==> config.mk <==
export PLATFORM = sky130hd
export DESIGN_NAME = pwr_fault_supervisor
export DESIGN_NICKNAME = d
export VERILOG_FILES = /design/src/rtl/pfs_pkg.sv /design/src/rtl/pfs_rst_sync.sv /design/src/rtl/pfs_sync2.sv /design/src/rtl/pfs_deglitch.sv /design/src/rtl/pfs_retry.sv /design/src/rtl/pwr_fault_supervisor.sv
export SDC_FILE = /design/constraint.sdc
export NUM_CORES = 1
export LEC_CHECK = 0
export BUFFER_PORTS_ARGS = -buffer_cell sky130_fd_sc_hd__clkbuf_2
export CORE_ASPECT_RATIO = 1.4
export CORE_MARGIN = 4
export CORE_UTILIZATION = 61
export DETAILED_ROUTE_END_ITERATION = 6
export PLACE_DENSITY = 0.82
export SYNTH_ARGS = -nofsm -noshare
export SYNTH_HDL_FRONTEND = slang
export SYNTH_SLANG_ARGS = --single-unit
==> constraint.sdc <==
create_clock -name clk_i -period 2.9 [get_ports clk_i]
set_clock_uncertainty 0.1 [all_clocks]
set_input_delay 0.29 -clock clk_i [delete_from_list [all_inputs] [get_ports clk_i]]
set_output_delay 0.29 -clock clk_i [all_outputs]
set_load 0.005 [all_outputs]
==> src/rtl/pfs_pkg.sv <==
package pfs_pkg;
  localparam int EV_MAIN = 0;
  localparam int EV_AUXPG = 1;
  localparam int EV_OVP = 2;
  localparam int EV_LOGUV = 3;
  localparam int EV_SUPUV = 4;
  localparam int EV_BATLO = 5;
  localparam int EV_N = 6;

  localparam int SUPUV_US = 200;
  localparam int BATLO_MAX_US = 100;

  function automatic int cyc_per_us(input int hz);
    return (hz / 1_000_000 < 1) ? 1 : hz / 1_000_000;
  endfunction
endpackage

==> src/rtl/pfs_rst_sync.sv <==
module pfs_rst_sync (
  input  logic clk_i,
  input  logic rst_ni,
  output logic rst_sync_no
);
  logic stg1_q, stg2_q;

  always_ff @(posedge clk_i or negedge rst_ni) begin
    if (!rst_ni) begin
      stg1_q <= 1'b0;
      stg2_q <= 1'b0;
    end else begin
      stg1_q <= 1'b1;
      stg2_q <= stg1_q;
    end
  end

  assign rst_sync_no = stg2_q;
endmodule

==> src/rtl/pfs_sync2.sv <==
module pfs_sync2 #(
  parameter int WIDTH = 1
) (
  input  logic             clk_i,
  input  logic             rst_ni,
  input  logic [WIDTH-1:0] d_i,
  output logic [WIDTH-1:0] q_o
);
  logic [WIDTH-1:0] meta_q, sync_q;

  always_ff @(posedge clk_i or negedge rst_ni) begin
    if (!rst_ni) begin
      meta_q <= '0;
      sync_q <= '0;
    end else begin
      meta_q <= d_i;
      sync_q <= meta_q;
    end
  end

  assign q_o = sync_q;
endmodule

==> src/rtl/pfs_deglitch.sv <==
module pfs_deglitch #(
  parameter int CW = 12
) (
  input  logic          clk_i,
  input  logic          rst_ni,
  input  logic          raw_i,
  input  logic [CW-1:0] lim_i,
  output logic          lvl_o
);
  logic          lvl_q, lvl_d;
  logic [CW-1:0] cnt_q, cnt_d;

  always_comb begin
    lvl_d = lvl_q;
    cnt_d = cnt_q;
    if (raw_i == lvl_q) begin
      cnt_d = '0;
    end else if (cnt_q >= lim_i) begin
      lvl_d = raw_i;
      cnt_d = '0;
    end else begin
      cnt_d = cnt_q + 1'b1;
    end
  end

  always_ff @(posedge clk_i or negedge rst_ni) begin
    if (!rst_ni) begin
      lvl_q <= 1'b0;
      cnt_q <= '0;
    end else begin
      lvl_q <= lvl_d;
      cnt_q <= cnt_d;
    end
  end

  assign lvl_o = lvl_q;


  lvl_change_chk: assert property (@(posedge clk_i) disable iff (!rst_ni)
    !$stable(lvl_q) |-> ($past(cnt_q) >= $past(lim_i)));
endmodule

==> src/rtl/pfs_retry.sv <==
module pfs_retry #(
  parameter int RW = 8,
  parameter int RELOAD = 20
) (
  input  logic clk_i,
  input  logic rst_ni,
  input  logic fail_i,
  output logic ready_o
);
  logic [RW-1:0] cnt_q, cnt_d;
  logic          cnt_en;

  always_comb begin
    cnt_en = fail_i || (cnt_q != '0);
    if (fail_i) cnt_d = RW'(RELOAD);
    else        cnt_d = cnt_q - 1'b1;
  end

  always_ff @(posedge clk_i or negedge rst_ni) begin
    if (!rst_ni)     cnt_q <= '0;
    else if (cnt_en) cnt_q <= cnt_d;
  end

  assign ready_o = !fail_i && (cnt_en ? (cnt_d == '0) : 1'b1);


  retry_hold_chk: assert property (@(posedge clk_i) disable iff (!rst_ni)
    fail_i |=> (cnt_q == RW'(RELOAD)));
endmodule

==> src/rtl/pwr_fault_supervisor.sv <==
module pwr_fault_supervisor
  import pfs_pkg::*;
#(
  parameter int CLK_HZ = 250_000_000,
  parameter int RETRY_US = 2
) (
  input  logic            clk_i,
  input  logic            rst_ni,
  input  logic            proj_on_i,
  input  logic            host_en_set_i,
  input  logic            main_flt_mask_i,
  input  logic            main_oor_i,
  input  logic            main_ind_i,
  input  logic            aux_pg_fail_i,
  input  logic            led_ovp_i,
  input  logic            logic_uv_i,
  input  logic            sup_uv_i,
  input  logic            bat_low_i,
  input  logic [6:0]      bat_dly_us_i,
  output logic            main_en_o,
  output logic            led_drv_en_o,
  output logic            led_conv_en_o,
  output logic            fast_shdn_o,
  output logic [EV_N-1:0] evt_o
);
  localparam int CPU = cyc_per_us(CLK_HZ);
  localparam int SUPUV_CYC = SUPUV_US * CPU;
  localparam int DW = $clog2(SUPUV_CYC + 1);
  localparam int RETRY_CYC = RETRY_US * CPU;
  localparam int RW = $clog2(RETRY_CYC + 2);

  logic rst_n;
  logic pin_s, pin_q, pin_rise;
  logic main_flt, sup_uv_lvl, bat_low_lvl, conv_ready;
  logic [6:0] bat_us;
  logic [DW-1:0] bat_lim;

  logic lock_main_q, lock_main_d;
  logic lock_fs_q, lock_fs_d;
  logic lock_uv_q, lock_uv_d;
  logic men_q, men_d, led_q, led_d, conv_q, conv_d;
  logic blocked;
  logic [EV_N-1:0] cond, cond_q, evt_q, evt_d;

  pfs_rst_sync u_rst (.clk_i(clk_i), .rst_ni(rst_ni), .rst_sync_no(rst_n));

  pfs_sync2 #(.WIDTH(1)) u_pin (.clk_i(clk_i), .rst_ni(rst_n), .d_i(proj_on_i), .q_o(pin_s));

  assign bat_us  = (bat_dly_us_i > 7'(BATLO_MAX_US)) ? 7'(BATLO_MAX_US) : bat_dly_us_i;
  assign bat_lim = DW'(bat_us) * DW'(CPU);

  pfs_deglitch #(.CW(DW)) u_dg_sup (
    .clk_i(clk_i), .rst_ni(rst_n), .raw_i(sup_uv_i),
    .lim_i(DW'(SUPUV_CYC)), .lvl_o(sup_uv_lvl));

  pfs_deglitch #(.CW(DW)) u_dg_bat (
    .clk_i(clk_i), .rst_ni(rst_n), .raw_i(bat_low_i),
    .lim_i(bat_lim), .lvl_o(bat_low_lvl));

  pfs_retry #(.RW(RW), .RELOAD(RETRY_CYC)) u_retry (
    .clk_i(clk_i), .rst_ni(rst_n), .fail_i(aux_pg_fail_i), .ready_o(conv_ready));

  assign main_flt = main_oor_i | main_ind_i;
  assign pin_rise = pin_s & ~pin_q;

  always_comb begin
    lock_main_d = lock_main_q;
    if (main_flt && !main_flt_mask_i) lock_main_d = 1'b1;
    else if (pin_rise)                lock_main_d = 1'b0;

    lock_fs_d = lock_fs_q;
    if (logic_uv_i)    lock_fs_d = 1'b1;
    else if (pin_rise) lock_fs_d = 1'b0;

    lock_uv_d = lock_uv_q;
    if (sup_uv_lvl)    lock_uv_d = 1'b1;
    else if (pin_rise) lock_uv_d = 1'b0;

    blocked = lock_main_d | lock_fs_d | lock_uv_d;

    men_d = men_q;
    if (main_flt || logic_uv_i || sup_uv_lvl || !pin_s) men_d = 1'b0;
    else if ((pin_rise || host_en_set_i) && !blocked)    men_d = 1'b1;

    led_d  = men_d & men_q;
    conv_d = led_d & conv_ready;
  end

  always_comb begin
    cond = '0;
    cond[EV_MAIN]  = main_flt;
    cond[EV_AUXPG] = aux_pg_fail_i;
    cond[EV_OVP]   = led_ovp_i;
    cond[EV_LOGUV] = logic_uv_i;
    cond[EV_SUPUV] = sup_uv_lvl;
    cond[EV_BATLO] = bat_low_lvl;
  end

  for (genvar g = 0; g < EV_N; g++) begin : g_evt
    assign evt_d[g] = cond[g] & ~cond_q[g];
  end

  always_ff @(posedge clk_i or negedge rst_n) begin
    if (!rst_n) begin
      pin_q       <= 1'b0;
      lock_main_q <= 1'b0;
      lock_fs_q   <= 1'b0;
      lock_uv_q   <= 1'b0;
      men_q       <= 1'b0;
      led_q       <= 1'b0;
      conv_q      <= 1'b0;
      cond_q      <= '0;
      evt_q       <= '0;
    end else begin
      pin_q       <= pin_s;
      lock_main_q <= lock_main_d;
      lock_fs_q   <= lock_fs_d;
      lock_uv_q   <= lock_uv_d;
      men_q       <= men_d;
      led_q       <= led_d;
      conv_q      <= conv_d;
      cond_q      <= cond;
      evt_q       <= evt_d;
    end
  end

  assign main_en_o     = men_q;
  assign led_drv_en_o  = led_q;
  assign led_conv_en_o = conv_q;
  assign fast_shdn_o   = lock_fs_q;
  assign evt_o         = evt_q;


  main_off_chk: assert property (@(posedge clk_i) disable iff (!rst_n)
    (main_oor_i || main_ind_i) |=> (!main_en_o && !led_drv_en_o));

  led_follow_chk: assert property (@(posedge clk_i) disable iff (!rst_n)
    !main_en_o |-> !led_drv_en_o);

  led_lag_chk: assert property (@(posedge clk_i) disable iff (!rst_n)
    $rose(led_drv_en_o) |-> $past(main_en_o));

  latched_off_chk: assert property (@(posedge clk_i) disable iff (!rst_n)
    (lock_main_q && !pin_rise) |=> !main_en_o);

  aux_pg_off_chk: assert property (@(posedge clk_i) disable iff (!rst_n)
    aux_pg_fail_i |=> !led_conv_en_o);

  conv_needs_drv_chk: assert property (@(posedge clk_i) disable iff (!rst_n)
    led_conv_en_o |-> led_drv_en_o);

  fast_shdn_chk: assert property (@(posedge clk_i) disable iff (!rst_n)
    logic_uv_i |=> (fast_shdn_o && !main_en_o));

  pin_low_chk: assert property (@(posedge clk_i) disable iff (!rst_n)
    !pin_s |=> !main_en_o);
endmodule

Yosys cells after proc, flatten, opt, wreduce, memory -nomap -nowiden
Cells that the tools add are included.
Widths: inputs -> output; s select.
- add/subtract/negate cells: 3
- $mul: 1
- $lt $le $gt $ge: 3
- equal/unequal tests: 2
- mux-type cells: 15
- bitwise gates (word level): 21
- reductions and logical operators: 16
- operators with widths (cell ; count):
    $mux 16 ; 4
    $add 16x1->16 const B ; 2
    $ge 16x15->1 ; 1
    $ge 16x16->1 const B ; 1
    $mul 7x7->14 const B ; 1
    $and 1x1->1 ; 9
    $logic_not 9->1 ; 1
    $mux 1 ; 9
    $mux 9 ; 1
    $not 1->1 ; 9
    $reduce_bool 9->1 ; 1
    $sub 9x1->9 const B ; 1
    $gt 7x7->1 const B ; 1
    $mux 7 ; 1
    $logic_or 1x1->1 ; 5
    $logic_not 1->1 ; 4
    $reduce_and 2->1 ; 2
    $logic_and 1x1->1 ; 3
    $or 1x1->1 ; 3
    $eq 1x1->1 ; 2
- register bits: 66
- output and inout port bits: 10

Longest topological paths before layout
- word-level depth: 12
- depth in mapped cells: 23

Modules after synthesis
Synthesis repeated with hierarchy kept, for this count alone.
- cells, all modules: 494
- area total of the unflattened synthesis: 4864.7 µm²
- by module, submodules not included (module ; times used ; cells each ; area each (µm²) ; sequential area each (µm²)):
    pfs_deglitch ; 2 ; 131 ; 1181.1 ; 425.4
    pwr_fault_supervisor ; 1 ; 177 ; 1895.6 ; 475.5
    pfs_retry ; 1 ; 50 ; 503.0 ; 225.2
    pfs_rst_sync ; 1 ; 3 ; 53.8 ; 50.0
    pfs_sync2 ; 1 ; 2 ; 50.0 ; 50.0

Worst setup path after synthesis
No wires, ideal clock.
- path kind: input -> register
- from: in bat_dly_us_i[0]
- to: reg u_dg_bat.cnt_q[10]
- arrival time: 5.544 ns
- slack: -2.865 ns
- stages on the path: 22
- cells stage by stage: o21ai_0 -> a21oi_1 -> or2_2 -> fa_1 -> fa_1 -> inv_1 -> fa_1 -> fa_1 -> inv_1 -> ha_1 -> and3_1 -> a2111oi_4 -> o21bai_1 -> a21oi_1 -> xor2_1 -> ha_1 -> nand3_1 -> a2111oi_0 -> o211ai_1 -> nand3_1 -> buf_2 -> nor2_1
- word-level cells in the longest chain between the ends: 6
- ends and longest elaborated chain (item ; RTL line ; text):
    start: declaration ; pwr_fault_supervisor.sv:19 ; input logic [6:0] bat_dly_us_i,
    $gt 7x7->1 ; pwr_fault_supervisor.sv:49 ; assign bat_us = (bat_dly_us_i > 7'(BATLO_MAX_US)) ? 7'(BATLO_MAX_US) : bat_dly_us_i;
    $mux 7 * ; pwr_fault_supervisor.sv:49 ;
    $mul 7x7->14 * ; pwr_fault_supervisor.sv:50 ; assign bat_lim = DW'(bat_us) * DW'(CPU);
    $ge 16x15->1 * ; pfs_deglitch.sv:18 ; end else if (cnt_q >= lim_i) begin
    $mux 16 * ; pfs_deglitch.sv:18 ;
    $mux 16 * ; pfs_deglitch.sv:16 ; if (raw_i == lvl_q) begin
    named net u_dg_bat.cnt_d[10] ; pfs_deglitch.sv:11 ; logic [CW-1:0] cnt_q, cnt_d;
    end signal: assignment ; pfs_deglitch.sv:32 ; cnt_q <= cnt_d;
    end: declaration ; pfs_deglitch.sv:11 ;
Mark *: on every way through the listed nets, which the timed path passes. The rest lies on a longest branch.
A chain may end at the register's enable or synchronous reset.

Final worst setup path
- from: in bat_dly_us_i[1]
- to: reg u_dg_bat.lvl_q (netlist: u_dg_bat.lvl_o)
- word-level cells in the longest chain between the ends: 5
- ends and longest elaborated chain (item ; RTL line ; text):
    $gt 7x7->1 ; pwr_fault_supervisor.sv:49 ;
    $mux 7 * ; pwr_fault_supervisor.sv:49 ;
    $mul 7x7->14 * ; pwr_fault_supervisor.sv:50 ;
    $ge 16x15->1 * ; pfs_deglitch.sv:18 ;
    $reduce_and 2->1 (no source line) * ; n/a ;
    end signal: assignment ; pfs_deglitch.sv:31 ; lvl_q <= lvl_d;
    end: declaration ; pfs_deglitch.sv:10 ; logic lvl_q, lvl_d;
Every way passes the cells marked *; elsewhere a longest branch is shown, timed or not.

==> metrics.cfg <==
[status]
status=finished, violations left
failed_checks=setup timing

[logic_synthesis]
yosys_warnings=0
synthDistinctLibCells=44
yosysTopAreaCellShare_pct=38.3
yosysTopAreaCell=dfrtp_1
ys_ff_latch=66
yosysMostFrequentCell=dfrtp_1
synth.top_cells.by_count=66 x dfrtp_1, 52 x ha_1, 52 x nor2_1
synthAdderAreaFrac_pct=23.4
ys.flop_type=dfrtp_1
syn_area_um2=4310
yosys-top-cells-area=dfrtp_1 38%, ha_1 15%, fa_1 8.4%
synth.area.mux_share_pct=0.522
synth_compound_area_share_pct=8.21
async_flop_share_pct=100
synthCells=420
synth-edff-count=0
syn_nets=509
synth_top_family_by_area=adder cells
syn_avg_cell_area_um2=10.3
synth-seq-area-share_pct=38.3
synthSimpleGateAreaFrac_pct=16.6
yosys.area_share.xor_xnor_pct=8.53

[power]
ir_drop_mv=0.469
power_per_cell_area_nw_per_um2=703
pwr-share-clk_pct=17.7
swShare_pct=37.9
p_sw_w=0.00140
p_comb_share_pct=54.0
internal-power_w=0.00229
finalPower_w=0.00369
seqPwrFrac_pct=28.2
leakage_nw=2.55

[critical_path]
slowest_stage=fa_1
cpPeakStageDelay_ns=0.51
critPathLaunch=bat_dly_us_i[1]
crit_fanout=4
path_depth=22
r2r-start=u_dg_bat.cnt_q[7]
r2r-end=u_dg_bat.lvl_o
worst-setup-path-type=primary input to flop
arrival_ns=5.28
startpoint_type=primary input
reg2reg_slack_ns=0.77
cpMostUsedCell=fa_1
critical_path.endpoint=u_dg_bat.lvl_o
cp_top_family=adder cells
cp_num_buf_inv=3
crit_chain=buf_8 > o21ai_2 > a21oi_2 > or2_4 > fa_1 > fa_1 > inv_1 > fa_1 > fa_1 > inv_2 > ha_4 > and3_4 > a2111oi_4 > o21bai_1 > a21oi_1 > xor2_1 > ha_1 > nand3_2 > a2111oi_4 > o211ai_1 > nand2_1 > mux2_4
crit_path_end_kind=flop
cp_data_required_time_ns=3.02
rr_worst_depth=6

[floorplan]
die-height_um=108
die-area_um2=8500
die_w_um=79.1
core_um2=6940
io_pins=29
start_util_pct=62.2
rows=36

[timing]
min_period_ns=5.16
max_freq_ghz=0.194
max_slew.worst_pin.slew_ns=0.767
final-hold-violation-count=0
drv_slew=0
maxSlewHeadroom_pct=48.8
fin_crit_sh_pct=178
setup_violations=17
setup_ws_ns=-2.26
setup_tns_ns=-37.46
grt_setup_unrepaired=yes

[cells_and_area]
diodes=0
layout.cells.non_filler=600
stdcell_area_um2=5250
fin_util_pct=75.6
drive_above_1_share_pct=24.8
final_nets=590
syn2layout_area_growth_pct=21.6

[placement]
place_congestion=0.787
dp_cells=577
place_hpwl_mm=6.43
portBuffers=28
place_area_um2=4890

[drt]
wl_mm=8.53
antenna_left=0
drt_iter0_markers=126
vias=3241
wl_per_cell_um=14.2
vias_per_cell=5.40
drc=0
drtPass1Iterations=5

[grt]
grt_pass1_vias=3448
grt_pass1_wl_mm=15.0
antenna_found_initial=0
grt_max_degree=65
grt_util_all_layers_pct=22.2
grt.overflow.total=0

[worst_hold_path]
hold_path_depth=1
hp-class=primary input to flop

[clocking]
numCtsBuffers=9
cts.reportedPaths.clkPinSlew_ns=0.07
clockBufferDepth=2
clock_latency_ns=0.34
ctsHtreeMaxLevel=3
clock-sinks=66
cts_root_buffer=clkbuf_8
tritoncts=yes

[job]
cap_violations=0

## layer usage
metal	share of wire, %	GRT usage, %
met5	0	0
met4	2.3	9.21
met3	3.1	3.27
met2	57	41.7
met1	38	24.5
## per-stage QoR
step / hold slack [ns] / worst slack [ns]
global placement: -0.0244 / -2.56
detailed placement: -0.0224 / -2.63
CTS: 0.00161 / -2.23
floorplan: -0.106 / -2.31
global route: 0.00651 / -2.55
finish: 0.00653 / -2.26
## timing repair
action                                 CTS  global route
setup buffers                            3             1
cloned                                   1             0
setup endpoints to repair               17            17
hold buffers                             3             0
gates resized for setup                 20            12
pin swaps                               16             0
endpoints found under the hold margin    4             0
## sequential cells by signal (all words and copies together), names as in the netlist
register           count
u_dg_sup.lvl_o         1
led_drv_en_o           1
led_conv_en_o          1
lock_main_q            1
u_rst.rst_sync_no      1
main_en_o              1
fast_shdn_o            1
u_dg_bat.lvl_o         1
u_retry.cnt_q          9
u_dg_sup.cnt_q        16
u_pin.meta_q           1
cond_q                 6
lock_uv_q              1
u_rst.stg1_q           1
u_dg_bat.cnt_q        16
pin_q                  1
u_pin.q_o              1
evt_o                  6
## placed cells by master, fill, tap and decap left out, types with 3 or more instances in the layout
cell type / n
and2_1: 4
clkbuf_2: 27
nor2_4: 4
fa_1: 18
ha_1: 51
o21bai_1: 6
inv_1: 41
clkinv_2: 3
and4_1: 4
clkbuf_8: 10
nand2b_1: 7
xnor2_1: 23
o21ai_0: 5
nor2_1: 41
dlygate4sd3_1: 3
a21oi_1: 12
o31ai_1: 3
a211oi_1: 3
nand3_1: 16
nand2_1: 18
buf_4: 42
nand4_1: 7
dfrtp_1: 65
a21o_1: 4
xor2_1: 19
nor2_2: 7
nor2b_1: 10
## cell families (layout without fill, tap and decap cells)
family,count (synthesis),count (layout)
AND/OR/NAND/NOR,139,139
XOR/XNOR,42,42
other,1,1
adder cells (fa/ha/maj),70,70
flip-flops,66,66
AO/OA/AOI/OAI,51,51
buffers and inverters,49,134
multiplexers,2,2
## final cells by class
cell class / count / area [um2]
Clock inverter: 5 / 31.3
Fill cell: 458 / 1690
Multi-Input combinational cell: 305 / 2610
Sequential cell: 66 / 1650
Inverter: 43 / 161
Tap cell: 95 / 119
Clock buffer: 10 / 138
Timing Repair Buffer: 76 / 533
## worst min-delay path by stage
stage                          start                end  slack [ns]
final                     logic_uv_i          cond_q[3]       0.007
after global routing      logic_uv_i          cond_q[3]       0.007
after global placement        rst_ni       u_rst.stg1_q       -0.02
after floorplan               rst_ni  u_rst.rst_sync_no       -0.11
after detailed placement      rst_ni       u_rst.stg1_q       -0.02
after CTS                 logic_uv_i          cond_q[3]       0.002
## power groups by stage
stage,Sequential [W],Combinational (W),Clock (W)
floorplan,0.00106,0.00115,0
global placement,0.00105,0.00167,0
detailed placement,0.00106,0.00176,0
CTS,0.00104,0.00194,0.000662
global route,0.00105,0.00226,0.000707
finish,0.00104,0.00199,0.000654
No activity file was read; power rests on OpenSTA's default activity.
